File: src/rtl/irqm_pkg.sv
package irqm_pkg;
  localparam logic ADDR_MOD  = 1'b0;
  localparam logic ADDR_CTRL = 1'b1;
  localparam int   CTRL_PEND_BIT = 0;
  localparam int   CTRL_EN_BIT   = 1;

  typedef struct packed {
    logic mod_wr;
    logic en_wr;
    logic pend_clr;
  } wr_cmd_t;
endpackage

File: src/rtl/irqm_decode.sv
module irqm_decode
  import irqm_pkg::*;
(
  input  logic    reg_wr,
  input  logic    reg_addr,
  input  logic    clr_bit,
  output wr_cmd_t cmd
);
  always_comb begin
    cmd.mod_wr   = reg_wr && (reg_addr == ADDR_MOD);
    cmd.en_wr    = reg_wr && (reg_addr == ADDR_CTRL);
    cmd.pend_clr = reg_wr && (reg_addr == ADDR_CTRL) && clr_bit;
  end
endmodule

File: src/rtl/irqm_counter.sv
module irqm_counter #(
  parameter int CNT_W = 16,
  parameter logic [CNT_W-1:0] INTV_RST = CNT_W'(4000)
) (
  input  logic             clk,
  input  logic             rst,
  input  logic             tick,
  input  logic             mod_wr,
  input  logic [CNT_W-1:0] wr_cnt,
  input  logic [CNT_W-1:0] wr_intv,
  input  logic             reload,
  output logic [CNT_W-1:0] cnt,
  output logic [CNT_W-1:0] intv,
  output logic             cnt_zero,
  output logic             intv_zero
);
  always_ff @(posedge clk) begin
    if (rst) begin
      cnt  <= '0;
      intv <= INTV_RST;
    end else begin
      if (mod_wr) begin
        // software write wins over any reload or tick in the same cycle
        cnt  <= wr_cnt;
        intv <= wr_intv;
      end else if (reload) begin
        cnt <= intv;
      end else if (tick && cnt != '0) begin
        cnt <= cnt - 1'b1;
      end
    end
  end

  assign cnt_zero  = (cnt == '0);
  assign intv_zero = (intv == '0);
endmodule

File: src/rtl/irqm_flags.sv
module irqm_flags (
  input  logic clk,
  input  logic rst,
  input  logic set_req,
  input  logic pend_clr,
  input  logic en_wr,
  input  logic en_val,
  output logic en,
  output logic pend
);
  always_ff @(posedge clk) begin
    if (rst) begin
      en   <= 1'b0;
      pend <= 1'b0;
    end else begin
      if (en_wr) en <= en_val;
      if (pend_clr)     pend <= 1'b0;
      else if (set_req) pend <= 1'b1;
    end
  end
endmodule

File: src/rtl/irq_throttle.sv
module irq_throttle
  import irqm_pkg::*;
#(
  parameter int CNT_W = 16,
  parameter logic [CNT_W-1:0] INTV_RST = CNT_W'(4000),
  localparam int DATA_W = 2 * CNT_W
) (
  input  logic              clk,
  input  logic              rst,
  input  logic              reg_wr,
  input  logic              reg_addr,
  input  logic [DATA_W-1:0] reg_wdata,
  output logic [DATA_W-1:0] reg_rdata,
  input  logic              tick,
  input  logic              ring_nonempty,
  input  logic              handler_busy,
  output logic              irq
);
  wr_cmd_t          cmd;
  logic [CNT_W-1:0] cnt;
  logic [CNT_W-1:0] intv;
  logic             cnt_zero;
  logic             intv_zero;
  logic             en;
  logic             pend;
  logic             gate_open;
  logic             event_ready;

  irqm_decode u_dec (
    .reg_wr   (reg_wr),
    .reg_addr (reg_addr),
    .clr_bit  (reg_wdata[CTRL_PEND_BIT]),
    .cmd      (cmd)
  );

  irqm_counter #(.CNT_W(CNT_W), .INTV_RST(INTV_RST)) u_cnt (
    .clk       (clk),
    .rst       (rst),
    .tick      (tick),
    .mod_wr    (cmd.mod_wr),
    .wr_cnt    (reg_wdata[DATA_W-1:CNT_W]),
    .wr_intv   (reg_wdata[CNT_W-1:0]),
    .reload    (cmd.pend_clr),
    .cnt       (cnt),
    .intv      (intv),
    .cnt_zero  (cnt_zero),
    .intv_zero (intv_zero)
  );

  assign gate_open   = cnt_zero | intv_zero;
  assign event_ready = gate_open & ring_nonempty & ~handler_busy;

  irqm_flags u_flags (
    .clk      (clk),
    .rst      (rst),
    .set_req  (event_ready),
    .pend_clr (cmd.pend_clr),
    .en_wr    (cmd.en_wr),
    .en_val   (reg_wdata[CTRL_EN_BIT]),
    .en       (en),
    .pend     (pend)
  );

  always_ff @(posedge clk) begin
    if (rst) begin
      irq       <= 1'b0;
      reg_rdata <= '0;
    end else begin
      irq <= en & pend & event_ready;
      if (reg_addr == ADDR_MOD) reg_rdata <= {cnt, intv};
      else                      reg_rdata <= {{(DATA_W-2){1'b0}}, en, pend};
    end
  end
endmodule

File: config.mk
export PLATFORM = sky130hd
export DESIGN_NAME = irq_throttle
export DESIGN_NICKNAME = d
export VERILOG_FILES = /design/src/rtl/irqm_pkg.sv /design/src/rtl/irqm_decode.sv /design/src/rtl/irqm_counter.sv /design/src/rtl/irqm_flags.sv /design/src/rtl/irq_throttle.sv
export SDC_FILE = /design/constraint.sdc
export NUM_CORES = 1
export LEC_CHECK = 0
export BUFFER_PORTS_ARGS = -buffer_cell sky130_fd_sc_hd__buf_4
export CELL_PAD_IN_SITES_DETAIL_PLACEMENT = 1
export CELL_PAD_IN_SITES_GLOBAL_PLACEMENT = 1
export CORE_ASPECT_RATIO = 0.7
export CORE_MARGIN = 3
export CORE_UTILIZATION = 40
export CTS_CLUSTER_SIZE = 8
export DETAILED_ROUTE_END_ITERATION = 8
export GPL_ROUTABILITY_DRIVEN = 1
export PLACE_DENSITY_LB_ADDON = 0.15
export SETUP_SLACK_MARGIN = 0.2
export SLEW_MARGIN = 30
export SYNTH_ARGS = -nofsm -noshare
export SYNTH_HDL_FRONTEND = slang
export SYNTH_HIERARCHICAL = 1
export SYNTH_SLANG_ARGS = --single-unit
File: constraint.sdc
create_clock -name clk -period 2.4 [get_ports clk]
set_clock_uncertainty 0.1 [all_clocks]
set_input_delay 0.12 -clock clk [delete_from_list [all_inputs] [get_ports clk]]
set_output_delay 0.12 -clock clk [all_outputs]
set_load 0.02 [all_outputs]
==> metrics.cfg <==
[status]
status=finished, final reports clean

[clock_tree]
cts_buffer_depth=2
cts_root_buf=clkbuf_8
cts_sinks=67
tritoncts=yes
cts-buffers-inserted=9
h-tree-depth=3
clk_pin_slew_ns=0.07
insertion_delay_ns=0.33

[layout]
syn2layout_area_growth_pct=34.0
regArea_sq_mm=0.00134
nNetsFinal=437
drive_gt1_frac=0.337
multi_input_area_sq_mm=0.00153
n_fill_cell=796
antenna_cells=0

[yosys]
synth.top_cell.area_share=0.451
synth_cell_types=61
ys.flop_type=dfxtp_1
yosysMostFrequentCell=dfxtp_1
synthMuxAreaShare=0.0475
yosys.area_share.simple=0.278
yosys.area.top_type=dfxtp_1
yosysWarnings=6
synth_seq_cells=67
synthesis.nets=347
synth_top_family_by_area=simple AND/OR/NAND/NOR gates
synth_common_cells=dfxtp_1, nor2_1, and2_4, a21oi_1, mux2i_1
async_reset_ff_frac=0
syn_area_per_cell_sq_um=9.69
ys_seq_area_frac=0.451
synth_edf_count=0
netlist_area_sq_mm=0.00298
synth_compound_area_frac=0.158
synthTopCellsByArea=dfxtp_1, and2_4, mux2i_1, nor2_1, a21oi_1
synth_xor_area_frac=0.0118
synth_adder_area_share=0.00421
synth_cells=307

[setup_path]
reg2reg_depth=8
cpLargestDelayFamily=simple AND/OR/NAND/NOR gates
cp.buffers_inverters=3
rrSetupSlack_ns=0.33
crit_end=u_cnt/cnt[2]$_SDFFE_PP0P_
reg2reg_from=u_cnt/cnt[1]$_SDFFE_PP0P_
r2r-end=u_cnt/cnt[2]$_SDFFE_PP0P_
critical_path.max_fanout=8
endpoint_kind=register
cp-start-kind=input port
worstPathCellList=dlygate4sd3_1, buf_4, and3_2, or2_1, nor2_1, a21oi_4, buf_4, nor2_1, a211oi_1
crit_arrival_ns=2.21
slowest_stage=dlygate4sd3_1
crit_cells=9
cpPeakStageDelay_ns=0.55
critPathLaunch=reg_wdata[0]
cp.required_ns=2.50
criticalPathCategory=input port to register

[floorplanning]
coreArea_sq_mm=0.00698
die-area_sq_mm=0.00853
fp.dieH_microns=78.2
fp-row-count=25
io_pins=72
fp.dieW_microns=109
initial_core_util=0.427

[sta]
whs_ns=0.0236
finalSetupViolations=0
tns_ns=0
rsz0062_at_grt=no
slew_headroom=0.523
post-route-min-period_ns=2.11
fmax_mhz=474
worst_pin_slew_ns=0.714
final-hold-violation-count=0
slew_violations=0
fin_crit_sh=0.879

[power_and_ir_drop]
p_seq_frac=0.441
p_comb_frac=0.239
internal-power_mw=2.04
leakage_nw=1.65
p_switching_mw=0.861
pwr_density_cell_mw_per_mm2=728
pwr-share-clk=0.320
peakVddDrop_mv=0.303
sw_frac_of_total=0.297

[detailed_routing]
ant_nets=0
firstDrtPassIters=4
routed.top_layer=met4
drt_wl_total_microns=8540
met1Wirelength_microns=3890
wl_met3_microns=472
wl_met2_microns=4100
drt_iter0_markers=72
vias_per_cell=5.25
dr_total_vias=2598
drc=0
wl_per_cell_microns=17.3

[grt]
grt_max_degree=51
grt-ovfl-total=0
grt_antenna_before_repair=0
grt_usage=0.207
grt_first_pass_wirelength_microns=13600
grt_pass1_vias=2649

[run]
drv_cap=0

[worst_hold_path]
hold_path_class=input port to register

[place]
post-dp-hpwl_microns=5700
port_buffers=71
gp_congestion=0.850

-- sequential cells by signal, indices dropped and copies added (netlist names) --
name / flops
u_cnt/intv: 16
reg_rdata: 32
u_flags/pend: 1
u_flags/en: 1
irq: 1
u_cnt/cnt: 16
-- cell families after synthesis --
kind of cell | after synthesis
flip-flops | 67
AND/OR/NAND/NOR | 130
multiplexers | 14
buffers and inverters | 25
AO/OA/AOI/OAI | 66
adder cells (fa/ha/maj) | 1
XOR/XNOR | 4
-- repair_timing --
| action | CTS | global route |
|---|---|---|
| cloned | 0 | 1 |
| hold endpoints to repair | 19 | 0 |
| endpoints found under the setup margin | 13 | 14 |
| buffers inserted | 0 | 2 |
| resized for setup | 3 | 5 |
| hold buffers | 18 | 0 |
| pin swaps | 1 | 2 |
-- through the flow --
step	setup slack (ns)	power, mW	util	instances	area [sq um]
CTS	0.215	2.90	0.566	492	3950
detailed placement	0.0748	1.92	0.510	459	3550
global placement	0.158	1.90	0.510	459	3550
global route	0.212	3.05	0.572	495	3990
finish	0.291	2.90	0.572	495	3990
floorplan	0.410	1.71	-	307	2980
-- tightest hold or removal path, delay by kind of cell --
family	cells	cell delay (ns)
AND/OR/NAND/NOR	1	0.08
multiplexers	1	0.08
buffers and inverters	1	0.13
-- layout make-up --
class / instances / share of cell area
Clock buffer: 13 / 0.0398
Clock inverter: 2 / 0.00879
Inverter: 7 / 0.00659
Multi-Input combinational cell: 216 / 0.383
Sequential cell: 67 / 0.337
Tap cell: 94 / 0.0295
Timing Repair Buffer: 96 / 0.195
-- power by group through the flow --
stage / clock network [mW] / logic, mW / registers, mW
after floorplan: 0 / 0.401 / 1.31
after CTS: 0.958 / 0.662 / 1.28
after global placement: 0 / 0.601 / 1.30
after detailed placement: 0 / 0.617 / 1.30
final: 0.930 / 0.692 / 1.28
after global routing: 1.00 / 0.755 / 1.29
-- routing by layer --
layer / vias up / global-route usage
li1: 1268 / -
met1: 1248 / 0.269
met2: 75 / 0.342
met3: 7 / 0.0485
met4: 0 / 0.0580
met5: - / 0
-- worst min-delay path by stage --
stage | startpoint | to | slack, ns | cells after the start
2_1_floorplan | handler_busy | irq$_SDFF_PP0_ | 0.09 | 1
3_3_place_gp | handler_busy | irq$_SDFF_PP0_ | 0.20 | 2
3_5_place_dp | handler_busy | irq$_SDFF_PP0_ | 0.21 | 2
4_1_cts | reg_addr | reg_rdata[1]$_SDFF_PP0_ | 0.02 | 3
5_1_grt | reg_addr | reg_rdata[1]$_SDFF_PP0_ | 0.03 | 3
6_report | reg_addr | reg_rdata[1]$_SDFF_PP0_ | 0.02 | 3
-- placed cells by master (no fill, tap or decap), types with 3 or more instances in the layout --
cell type,instances
a211o_1,6
a211oi_1,7
a21oi_1,17
a221oi_1,3
a22oi_1,4
and2_1,10
and2_4,21
buf_4,77
clkbuf_8,11
dfxtp_1,66
dlygate4sd3_1,18
inv_1,7
mux2i_1,13
nand2_1,12
nand2b_1,4
nand3_1,9
nor2_1,29
nor2b_1,7
nor3_1,5
nor3b_1,3
nor4_1,5
o211ai_1,3
o21ai_0,10
xnor2_1,4
Power figures use the tool's default switching activity.
